File: config.mk
export PLATFORM = sky130hd
export DESIGN_NAME = mbox_flash_seq
export DESIGN_NICKNAME = d
export VERILOG_FILES = /design/src/rtl/mbox_seq_pkg.sv /design/src/rtl/mbox_bus_port.sv /design/src/rtl/mbox_poll_timer.sv /design/src/rtl/mbox_fail_latch.sv /design/src/rtl/mbox_seq_fsm.sv /design/src/rtl/mbox_flash_seq.sv
export SDC_FILE = /design/constraint.sdc
export NUM_CORES = 1
export LEC_CHECK = 0
export BUFFER_PORTS_ARGS = -buffer_cell sky130_fd_sc_hd__buf_4
export CORE_ASPECT_RATIO = 0.7
export CORE_MARGIN = 2
export CORE_UTILIZATION = 28
export DETAILED_ROUTE_END_ITERATION = 10
export PLACE_DENSITY = 0.56
export REMOVE_ABC_BUFFERS = 1
export SLEW_MARGIN = 20
export SYNTH_ARGS = -nofsm -noshare
export SYNTH_HDL_FRONTEND = slang
export SYNTH_HIERARCHICAL = 1
export SYNTH_SLANG_ARGS = --single-unit
File: constraint.sdc
create_clock -name clk -period 3.25 [get_ports clk]
set_input_delay 0.4875 -clock clk [delete_from_list [all_inputs] [get_ports clk]]
set_output_delay 0.4875 -clock clk [all_outputs]
set_load 0.02 [all_outputs]
File: src/rtl/mbox_seq_pkg.sv
// Package: shared state encoding, mailbox field positions and command codes
// for the flash-update sequencer. Assumes a 32-bit mailbox data path.
package mbox_seq_pkg;

    localparam int READY_BIT = 31;
    localparam int CODE_LSB  = 16;
    localparam int CODE_W    = 8;
    localparam int STAT_W    = 16;
    localparam int DATA_W    = 32;

    localparam logic [CODE_W-1:0] CODE_NONE    = 8'h00;
    localparam logic [CODE_W-1:0] CODE_ADDR_LO = 8'h02;
    localparam logic [CODE_W-1:0] CODE_ADDR_HI = 8'h03;
    localparam logic [CODE_W-1:0] CODE_FLASH   = 8'h04;

    typedef enum logic [3:0] {
        S_IDLE,
        S_RDY_RD,
        S_RDY_WT,
        S_DATA_WR,
        S_CMD_WR,
        S_BELL_WR,
        S_ACK_RD,
        S_ACK_WT
    } seq_state_t;

    typedef enum logic [1:0] {
        REG_CMD,
        REG_DATA,
        REG_BELL
    } reg_sel_t;

    typedef struct packed {
        logic              issue;
        logic              we;
        reg_sel_t          sel;
        logic [DATA_W-1:0] wdata;
    } bus_op_t;

endpackage

File: src/rtl/mbox_bus_port.sv
// Bus port: registers one transaction request per cycle onto the master port,
// tracks the single outstanding read and splits its response into fields.
// Assumes every read is answered by bus_rvalid, in the request cycle or later.
module mbox_bus_port
    import mbox_seq_pkg::*;
#(
    parameter int            AW        = 8,
    parameter logic [AW-1:0] ADDR_CMD  = 'h00,
    parameter logic [AW-1:0] ADDR_DATA = 'h04,
    parameter logic [AW-1:0] ADDR_BELL = 'h08
) (
    input  logic              clk,
    input  logic              rst_n,
    input  bus_op_t           op,
    output logic              rd_pending,
    output logic              rsp_valid,
    output logic              rsp_ready,
    output logic [STAT_W-1:0] rsp_status,
    output logic              bus_req,
    output logic              bus_we,
    output logic [AW-1:0]     bus_addr,
    output logic [DATA_W-1:0] bus_wdata,
    input  logic              bus_rvalid,
    input  logic [DATA_W-1:0] bus_rdata
);

    logic [AW-1:0] addr_dec;
    logic          rdata_unused;

    // Map the register selector onto a bus address.
    always_comb begin
        case (op.sel)
            REG_CMD:  addr_dec = ADDR_CMD;
            REG_DATA: addr_dec = ADDR_DATA;
            REG_BELL: addr_dec = ADDR_BELL;
            default:  addr_dec = ADDR_CMD;
        endcase
    end

    // Register the request so every bus output comes straight from a flop.
    always_ff @(posedge clk) begin
        if (!rst_n) begin
            bus_req   <= 1'b0;
            bus_we    <= 1'b0;
            bus_addr  <= '0;
            bus_wdata <= '0;
        end else begin
            bus_req   <= op.issue;
            bus_we    <= op.issue & op.we;
            bus_addr  <= op.issue ? addr_dec : '0;
            bus_wdata <= (op.issue & op.we) ? op.wdata : '0;
        end
    end

    // Track the one read in flight until its response arrives.
    always_ff @(posedge clk) begin
        if (!rst_n) begin
            rd_pending <= 1'b0;
        end else if (op.issue && !op.we) begin
            rd_pending <= 1'b1;
        end else if (bus_rvalid) begin
            rd_pending <= 1'b0;
        end
    end

    assign rsp_valid    = bus_rvalid & rd_pending;
    assign rsp_ready    = bus_rdata[READY_BIT];
    assign rsp_status   = bus_rdata[STAT_W-1:0];
    assign rdata_unused = ^bus_rdata[READY_BIT-1:STAT_W];

endmodule

File: src/rtl/mbox_poll_timer.sv
// Poll timer: counts cycles since the last clear and saturates at its top value.
// It reports expiry once the count reaches the programmed limit.
module mbox_poll_timer #(
    parameter int TW = 16
) (
    input  logic          clk,
    input  logic          rst_n,
    input  logic          clr,
    input  logic [TW-1:0] limit,
    output logic          expired
);

    localparam logic [TW-1:0] CNT_MAX = {TW{1'b1}};

    logic [TW-1:0] cnt;

    // Count elapsed cycles, restarting on clear and holding at the top value.
    always_ff @(posedge clk) begin
        if (!rst_n || clr) begin
            cnt <= '0;
        end else if (cnt != CNT_MAX) begin
            cnt <= cnt + 1'b1;
        end
    end

    assign expired = (cnt >= limit);

endmodule

File: src/rtl/mbox_fail_latch.sv
// Outcome latch: holds done, error flags, failing code and status from the end
// of a run until the next accepted start. Assumes at most one event per cycle.
module mbox_fail_latch
    import mbox_seq_pkg::*;
(
    input  logic              clk,
    input  logic              rst_n,
    input  logic              clear,
    input  logic              ev_done,
    input  logic              ev_stat,
    input  logic              ev_tmo,
    input  logic [CODE_W-1:0] ev_code,
    input  logic [STAT_W-1:0] ev_status,
    output logic              done,
    output logic              err_status,
    output logic              err_timeout,
    output logic [CODE_W-1:0] fail_cmd,
    output logic [STAT_W-1:0] fail_status
);

    // Capture the outcome of a run and keep it until the next start.
    always_ff @(posedge clk) begin
        if (!rst_n || clear) begin
            done        <= 1'b0;
            err_status  <= 1'b0;
            err_timeout <= 1'b0;
            fail_cmd    <= '0;
            fail_status <= '0;
        end else if (ev_done) begin
            done <= 1'b1;
        end else if (ev_stat || ev_tmo) begin
            err_status  <= ev_stat;
            err_timeout <= ev_tmo;
            fail_cmd    <= ev_code;
            fail_status <= ev_status;
        end
    end

endmodule

File: src/rtl/mbox_seq_fsm.sv
// Sequencer FSM: waits for the mailbox to be ready, then runs the low address,
// high address and flash commands. Each command is written, the doorbell rung
// and the ready flag polled. The first failure returns the FSM to idle.
// Assumes the bus port accepts one request per cycle.
module mbox_seq_fsm
    import mbox_seq_pkg::*;
(
    input  logic              clk,
    input  logic              rst_n,
    input  logic              start,
    input  logic [63:0]       image_addr,
    input  logic              rd_pending,
    input  logic              rsp_valid,
    input  logic              rsp_ready,
    input  logic [STAT_W-1:0] rsp_status,
    input  logic              expired,
    output bus_op_t           op,
    output logic              timer_clr,
    output logic              clear,
    output logic              busy,
    output logic              ev_done,
    output logic              ev_stat,
    output logic              ev_tmo,
    output logic [CODE_W-1:0] ev_code,
    output logic [STAT_W-1:0] ev_status
);

    localparam logic [1:0] STEP_LO = 2'd0;
    localparam logic [1:0] STEP_HI = 2'd1;
    localparam logic [1:0] STEP_FL = 2'd2;

    seq_state_t        state, state_nxt;
    logic [1:0]        step, step_nxt;
    logic [CODE_W-1:0] code;

    assign code  = CODE_ADDR_LO + {{(CODE_W-2){1'b0}}, step};
    assign busy  = (state != S_IDLE);
    assign clear = (state == S_IDLE) && start;

    // Hold the current state and the command step.
    always_ff @(posedge clk) begin
        if (!rst_n) begin
            state <= S_IDLE;
            step  <= STEP_LO;
        end else begin
            state <= state_nxt;
            step  <= step_nxt;
        end
    end

    // Next state, bus request and outcome events.
    always_comb begin
        state_nxt = state;
        step_nxt  = step;
        op        = '0;
        timer_clr = 1'b0;
        ev_done   = 1'b0;
        ev_stat   = 1'b0;
        ev_tmo    = 1'b0;
        ev_code   = code;
        ev_status = '0;
        case (state)
            S_IDLE: begin
                if (start) begin
                    state_nxt = S_RDY_RD;
                    step_nxt  = STEP_LO;
                    timer_clr = 1'b1;
                end
            end
            S_RDY_RD: begin
                if (!rd_pending) begin
                    op.issue  = 1'b1;
                    op.sel    = REG_CMD;
                    state_nxt = S_RDY_WT;
                end
            end
            S_RDY_WT: begin
                if (rsp_valid) begin
                    if (rsp_ready) begin
                        state_nxt = S_DATA_WR;
                    end else if (expired) begin
                        ev_tmo    = 1'b1;
                        ev_code   = CODE_NONE;
                        state_nxt = S_IDLE;
                    end else begin
                        state_nxt = S_RDY_RD;
                    end
                end
            end
            S_DATA_WR: begin
                op.issue  = 1'b1;
                op.we     = 1'b1;
                op.sel    = REG_DATA;
                op.wdata  = (step == STEP_LO) ? image_addr[31:0] : image_addr[63:32];
                state_nxt = S_CMD_WR;
            end
            S_CMD_WR: begin
                op.issue  = 1'b1;
                op.we     = 1'b1;
                op.sel    = REG_CMD;
                op.wdata  = '0;
                op.wdata[CODE_LSB +: CODE_W] = code;
                state_nxt = S_BELL_WR;
            end
            S_BELL_WR: begin
                op.issue  = 1'b1;
                op.we     = 1'b1;
                op.sel    = REG_BELL;
                op.wdata  = 32'd1;
                timer_clr = 1'b1;
                state_nxt = S_ACK_RD;
            end
            S_ACK_RD: begin
                if (!rd_pending) begin
                    op.issue  = 1'b1;
                    op.sel    = REG_CMD;
                    state_nxt = S_ACK_WT;
                end
            end
            S_ACK_WT: begin
                if (rsp_valid) begin
                    if (rsp_ready) begin
                        if (rsp_status != '0) begin
                            ev_stat   = 1'b1;
                            ev_status = rsp_status;
                            state_nxt = S_IDLE;
                        end else if (step == STEP_FL) begin
                            ev_done   = 1'b1;
                            state_nxt = S_IDLE;
                        end else begin
                            step_nxt  = step + 1'b1;
                            state_nxt = (step == STEP_HI) ? S_CMD_WR : S_DATA_WR;
                        end
                    end else if (expired) begin
                        ev_tmo    = 1'b1;
                        state_nxt = S_IDLE;
                    end else begin
                        state_nxt = S_ACK_RD;
                    end
                end
            end
            default: state_nxt = S_IDLE;
        endcase
    end

endmodule

File: src/rtl/mbox_flash_seq.sv
// Top: mailbox flash-update command sequencer. Joins the FSM, bus port, poll
// timer and outcome latch. Assumes the mailbox answers every read it receives.
module mbox_flash_seq
    import mbox_seq_pkg::*;
#(
    parameter int            AW        = 8,
    parameter int            TW        = 16,
    parameter logic [AW-1:0] ADDR_CMD  = 'h00,
    parameter logic [AW-1:0] ADDR_DATA = 'h04,
    parameter logic [AW-1:0] ADDR_BELL = 'h08
) (
    input  logic          clk,
    input  logic          rst_n,
    input  logic          start,
    input  logic [63:0]   image_addr,
    input  logic [TW-1:0] timeout_limit,
    output logic          bus_req,
    output logic          bus_we,
    output logic [AW-1:0] bus_addr,
    output logic [31:0]   bus_wdata,
    input  logic          bus_rvalid,
    input  logic [31:0]   bus_rdata,
    output logic          busy,
    output logic          done,
    output logic          err_status,
    output logic          err_timeout,
    output logic [7:0]    fail_cmd,
    output logic [15:0]   fail_status
);

    bus_op_t           op;
    logic              rd_pending, rsp_valid, rsp_ready;
    logic [STAT_W-1:0] rsp_status;
    logic              expired, timer_clr, clear;
    logic              ev_done, ev_stat, ev_tmo;
    logic [CODE_W-1:0] ev_code;
    logic [STAT_W-1:0] ev_status;

    mbox_seq_fsm u_fsm (
        .clk        (clk),
        .rst_n      (rst_n),
        .start      (start),
        .image_addr (image_addr),
        .rd_pending (rd_pending),
        .rsp_valid  (rsp_valid),
        .rsp_ready  (rsp_ready),
        .rsp_status (rsp_status),
        .expired    (expired),
        .op         (op),
        .timer_clr  (timer_clr),
        .clear      (clear),
        .busy       (busy),
        .ev_done    (ev_done),
        .ev_stat    (ev_stat),
        .ev_tmo     (ev_tmo),
        .ev_code    (ev_code),
        .ev_status  (ev_status)
    );

    mbox_bus_port #(
        .AW        (AW),
        .ADDR_CMD  (ADDR_CMD),
        .ADDR_DATA (ADDR_DATA),
        .ADDR_BELL (ADDR_BELL)
    ) u_port (
        .clk        (clk),
        .rst_n      (rst_n),
        .op         (op),
        .rd_pending (rd_pending),
        .rsp_valid  (rsp_valid),
        .rsp_ready  (rsp_ready),
        .rsp_status (rsp_status),
        .bus_req    (bus_req),
        .bus_we     (bus_we),
        .bus_addr   (bus_addr),
        .bus_wdata  (bus_wdata),
        .bus_rvalid (bus_rvalid),
        .bus_rdata  (bus_rdata)
    );

    mbox_poll_timer #(.TW(TW)) u_timer (
        .clk     (clk),
        .rst_n   (rst_n),
        .clr     (timer_clr),
        .limit   (timeout_limit),
        .expired (expired)
    );

    mbox_fail_latch u_latch (
        .clk         (clk),
        .rst_n       (rst_n),
        .clear       (clear),
        .ev_done     (ev_done),
        .ev_stat     (ev_stat),
        .ev_tmo      (ev_tmo),
        .ev_code     (ev_code),
        .ev_status   (ev_status),
        .done        (done),
        .err_status  (err_status),
        .err_timeout (err_timeout),
        .fail_cmd    (fail_cmd),
        .fail_status (fail_status)
    );

endmodule

---- Word-level counts from Yosys, hierarchy flattened ----
Cells that the tools add are included.
storage, ports and cells
  input bits .............................. 116
  memory bits (writable) .................. 0
  memories ................................ 0
  logic and storage cells ................. 112
  output and inout bits ................... 70
  latch bits .............................. 0
  memory bits (read-only) ................. 0
  flip-flop bits (word level) ............. 92
operators by class
  order comparisons ....................... 1
  eq/ne operators ......................... 20
  div/mod/pow operators ................... 0
  muxes and demuxes ....................... 51
  $add $sub $neg .......................... 3
  multipliers ............................. 0
  shifts and indexed selects .............. 0
  reduce and logical (&&, ||, !) cells .... 21
  bitwise logic cells ..................... 3
operator list
  cell                                                             number
  32-bit one-hot mux with 3 select lines                           1
  16-bit two-way mux                                               4
  32-bit two-way mux                                               1
  4-bit two-way mux                                                8
  8-bit two-way mux                                                4
  4-bit one-hot mux with 8 select lines                            1
  1-bit two-way mux                                                19
  16-bit by 1-bit adder with 16-bit output, second input constant  1
  4-bit by 3-bit == test with 1-bit output, second input constant  4
  16-bit greater-or-equal comparator                               1
  16-bit inequality test, second input constant                    1
  2-bit inequality test, second input constant                     8
  16-bit nonzero test                                              1
  2-bit two-way mux                                                6
  4-bit by 2-bit == test with 1-bit output, second input constant  2
  2-bit one-hot mux with 2 select lines                            2
  4-bit one-hot mux with 2 select lines                            1
  3-bit two-way mux                                                2
  2-bit AND reduction                                              3
  6-bit AND reduction                                              1
  5-bit AND reduction                                              1
  2-bit by 1-bit == test with 1-bit output, second input constant  2
  2-bit == test, second input constant                             2
  4-bit by 1-bit == test with 1-bit output, second input constant  1
  14 further kinds                                                 22

---- Logic depth before layout (Yosys ltp) ----
  depth after elaboration ................. 8
  gate-level depth with buffers ........... 13
  mapped depth without buffers ............ 11

---- Hierarchy ----
Netlist, hierarchy kept.
by module, submodules not included
  module           cells an instance  instances  area an instance (µm²)  seq. area each (µm²)
  mbox_fail_latch  122                1          1311.3                  540.5
  mbox_poll_timer  154                1          1270.0                  320.3
  mbox_seq_fsm     179                1          1232.4                  100.1
  mbox_bus_port    105                1          1231.2                  740.7

---- Worst setup path after synthesis ----
Ideal clock, no wire load.
  path kind ............................... input -> register
  from .................................... in timeout_limit[0]
  to ...................................... reg u_latch.err_status
  data arrival time ....................... 2.420 ns
  setup time .............................. 0.084 ns
  buffers on the path ..................... 2
  slack ................................... 0.745 ns
  data required time ...................... 3.166 ns
  stages .................................. 12
  cells stage by stage .................... ha_1 nand2b_1 a2111oi_0 o311a_1 o21ai_1 and3b_1 nand2_1 a21oi_1 o21ba_1 buf_6 buf_8 o31ai_2
between the ends
  cells in the longest elaborated chain, start to end .. 7
RTL lines
  item                                line                                     text
  start, declared                     mbox_flash_seq.sv:16                     input logic [TW-1:0] timeout_limit,
  16-bit greater-or-equal comparator  mbox_poll_timer.sv:26                    assign expired = (cnt >= limit);
  net expired                         mbox_flash_seq.sv:34                     logic expired, timer_clr, clear;
  1-bit two-way mux                   mbox_seq_fsm.sv:81, mbox_seq_fsm.sv:134
  1-bit two-way mux                   mbox_seq_fsm.sv:79                       if (rsp_ready) begin
  1-bit two-way mux                   mbox_seq_fsm.sv:121                      if (rsp_valid) begin
  1-bit two-way mux                   n/a
  net ev_tmo                          mbox_flash_seq.sv:35                     logic ev_done, ev_stat, ev_tmo;
  1-bit logical OR                    mbox_fail_latch.sv:31                    end else if (ev_stat || ev_tmo) begin
  2-bit AND reduction (no line)       n/a
  end signal, assigned                mbox_fail_latch.sv:32                    err_status <= ev_stat;
  end, declared                       mbox_fail_latch.sv:15                    output logic err_status,
The timed path passes the listed nets, and every way through them passes these cells.
A chain may end at the register's enable or synchronous reset.

---- Final worst setup path ----
  from .................................... reg u_timer.cnt[13]
  to ...................................... reg u_latch.fail_status[15]
between the ends
  cells in the longest elaborated chain, start to end .. 7
RTL lines
  item                                line                                     text
  start, declared                     mbox_poll_timer.sv:15                    logic [TW-1:0] cnt;
  start signal, assigned              mbox_poll_timer.sv:22                    cnt <= cnt + 1'b1;
  16-bit greater-or-equal comparator  mbox_poll_timer.sv:26
  net expired                         mbox_flash_seq.sv:34
  1-bit two-way mux                   mbox_seq_fsm.sv:81, mbox_seq_fsm.sv:134
  1-bit two-way mux                   mbox_seq_fsm.sv:79
  1-bit two-way mux                   mbox_seq_fsm.sv:121
  1-bit two-way mux                   n/a
  net ev_tmo                          mbox_flash_seq.sv:35
  1-bit logical OR                    mbox_fail_latch.sv:31
  2-bit AND reduction (no line)       n/a
  end signal, assigned                mbox_fail_latch.sv:35                    fail_status <= ev_status;
  end, declared                       mbox_fail_latch.sv:18                    output logic [STAT_W-1:0] fail_status
The timed path passes the listed nets, and every way through them passes these cells.

==> metrics <==
status finished, final reports clean; io pins 186; Seq cells post-synth 85; clk sinks 85; post-route ant nets 0; startpoint types flip-flop; met1 GRT Util 18.8%; design area 0.00656 mm²; Period minus WS final 2.81 ns; Via density 4.44; Leak 3.06 nW; fin crit share 86.3%; Starting DRT DRC Count 213; Post-synth EDFFs 0; Synth Flop Type dfxtp_1; worst path required time 3.48 ns; syn_area_per_cell 9.01 µm²; Worst EP arrival 3.04 ns; Final Hold Viols 0; final design utilization 36.7%; largest net degree at the start of global routing 44; Max-Cap Viols 0; drt wl/cell 14.1 µm; RSZ-0062 raised after global routing no; Synth warnings 6; Die ar. 0.0191 mm²; HP Class primary input to flip-flop; crit path cell chain ha_1, a21o_1, a21o_1, a221oi_1, o21ai_1, and3b_1, nand2_1, a21oi_1, o21ba_2, buf_12, mux2i_1; Fmax 356 MHz; Yosys cell types 65; Worst R2R Path Depth 11; M2 GR Usage 20.8%; GR Layer Usage met3 6.32%; CP Class flip-flop to flip-flop; worst reg2reg startpoint u_timer/cnt[13]$_SDFFE_PP0P_; Slew HR 39.6%; initial antenna violation count 0; GRT Resource Usage Total 14.3%; row cnt 41; CTS H-tree lvls 3; final setup fails 0; CTS resizes 0; Top Family by Delay on Critical Path compound AO/OA/AOI/OAI gates; Placement Setup Slack 0.311 ns; R2R Path End u_latch/fail_status[15]$_SDFFE_PP0P_; maximum clock path buffer count 2; top cells by area, synth dfxtp_1 (34%), mux2i_1 (12%), nand3b_1 (7.1%), and2_1 (5.1%), ha_1 (5.0%); worst slew pin tran 0.903 ns; Starting Density 28.3%; 1st-pass router iterations 4; sw frac 31.0%; share of cells above drive strength 1 31.1%; Sequential Power Share 38.3%; Placer Congestion 0.781; CORE AREA 0.0179 mm²; Final Skew 0.00738 ns; via count 4146; Die Y 116 µm; GR peak layer met2; Int Power 0.00198 W; Hold Buf Count CTS 0; Clock power frac 34.6%; Die Span X 164 µm; worst path bufs/invs 1; Antenna Cells 0; number of global-route vias before repair 3943; P&R area growth vs syn 30.0%; CP endpoint kind flip-flop; total grt overflow 0; CTS tree done; reported net switching power 0.000891 W; final slew viol count 0; Async SR Flop Fraction 0%; DRC viols 0; Hold Path End u_port/rd_pending$_SDFFE_PN0P_; crit path max fanout 26; Mapped Cells 560; Final Net Count 828; Worst-path clk slew 0.07 ns; # port buffers 164; FF-to-FF setup slack 0.44 ns; Clk Latency, worst-skew pair 0.35 ns; Combinational Power Share 27.1%; min-delay src bus_rvalid; root buf cell clkbuf_16; Seq/Total Area, Yosys 33.7%; worst vdd ir 0.248 mV; most used cell, CP a21o_1; Setup TNS 0 ns; area leader, netlist dfxtp_1; buffers inserted by post-CTS timing repair 0; share of the synthesized area in the top cell type 33.7%; CTS Buf Count 9; first-pass GRT wire length 20700 µm; WL final 13200 µm; post-DP HPWL 9800 µm; Cell Area, Placed 0.00628 mm²; Hold Crit Depth 3; CP max stage delay 0.50 ns; power density cells 438 mW/mm²; Mapped Area 0.00504 mm²; setup ws final 0.444 ns; crit path max-delay cell type dfxtp_1
[flip-flops by register name (all words and copies together), names as in the netlist]
register / cells
u_timer/cnt: 16
u_port/bus_req: 1
u_port/bus_addr: 2
u_port/bus_we: 1
u_latch/done: 1
u_port/rd_pending: 1
u_port/bus_wdata: 32
u_latch/err_timeout: 1
u_latch/err_status: 1
u_fsm/state: 3
u_fsm/step: 2
u_latch/fail_cmd: 8
u_latch/fail_status: 16
[power by group through the flow]
| stage | logic, W | registers [W] | clock network (W) |
|---|---|---|---|
| 6_report | 0.000778 | 0.00110 | 0.000993 |
| 5_1_grt | 0.000878 | 0.00111 | 0.00108 |
| 4_1_cts | 0.000788 | 0.00110 | 0.00104 |
| 3_5_place_dp | 0.000785 | 0.00112 | 0 |
| 3_3_place_gp | 0.000781 | 0.00112 | 0 |
| 2_1_floorplan | 0.000439 | 0.00116 | 0 |
[metrics by stage]
| stage | total power (W) | cells | hold WS [ns] |
|---|---|---|---|
| after floorplan | 0.00160 | 507 | 0.472 |
| after global placement | 0.00190 | 917 | 0.457 |
| after detailed placement | 0.00191 | 917 | 0.462 |
| after CTS | 0.00293 | 933 | 0.394 |
| after global routing | 0.00306 | 933 | 0.422 |
| final | 0.00287 | 933 | 0.418 |
[worst min-delay path: cells and delay by family]
family | cells | cell delay (ns)
buffers and inverters | 1 | 0.08
and+or+nand+nor | 1 | 0.11
AOI/OAI and AO/OA | 1 | 0.05
[synth_stat cells (6+ instances only)]
cell type and instances:
dfxtp_1 85, mux2i_1 62, nand3b_1 48, nor2_1 43, and2_1 41, buf_4 30
inv_1 28, ha_1 20, nand2_1 20, clkbuf_1 17, a21oi_1 15, and2_2 12
nand2b_1 12, nand3_1 11, buf_2 7, nand4_1 7, o21ai_0 7, a211oi_1 6
and3_1 6, nor4_1 6, o21ai_1 6
[worst max-delay path by stage]
stage                     cells past startpoint                    startpoint                                    to
after floorplan                              10              timeout_limit[6]      u_latch/fail_cmd[0]$_SDFFE_PP0P_
after global placement                       12              timeout_limit[6]   u_latch/fail_status[5]$_SDFFE_PP0P_
after detailed placement                     12              timeout_limit[6]  u_latch/fail_status[15]$_SDFFE_PP0P_
after CTS                                    12   u_timer/cnt[0]$_SDFFE_PP0P_  u_latch/fail_status[13]$_SDFFE_PP0P_
after global routing                         12   u_timer/cnt[0]$_SDFFE_PP0P_   u_latch/fail_status[3]$_SDFFE_PP0P_
final                                        11  u_timer/cnt[13]$_SDFFE_PP0P_  u_latch/fail_status[15]$_SDFFE_PP0P_
[layer usage]
metal	share of wire [%]	wire, µm
met5	0	0
met3	11	1430
met2	40	5310
met1	48	6260
met4	1.3	174
[kinds of logic (layout without fill, tap and decap cells)]
kind of cell | count (synthesis) | in the layout | share of synthesized area [%]
xor gates and xnor gates | 2 | 2 | 0.347
other | 2 | 11 | 0.149
DFF | 85 | 85 | 33.7
muxes | 62 | 62 | 12.3
AOI/OAI and AO/OA | 64 | 64 | 8.80
adders and majority gates | 20 | 20 | 4.96
buffers and inverters | 90 | 218 | 10.3
and+or+nand+nor | 235 | 235 | 29.4
[cell type report]
cell class / count / area, µm²
Tap cell: 236 / 295
Timing Repair Buffer: 174 / 1320
Clock inverter: 5 / 36.3
Fill cell: 1841 / 11300
Multi-Input combinational cell: 394 / 2860
Inverter: 28 / 105
Sequential cell: 85 / 1700
Clock buffer: 11 / 243
[cell usage in the layout (no fill, tap or decap), types with 11 or more instances in the layout]
cell / n
and2_2: 12
inv_1: 28
mux2i_1: 62
and2_1: 41
dfxtp_1: 85
nand2b_1: 12
nand3_1: 11
nand2_1: 20
ha_1: 19
a21oi_1: 15
nand3b_1: 48
conb_1: 11
nor2_1: 43
buf_4: 173
Power figures use the tool's default switching activity.
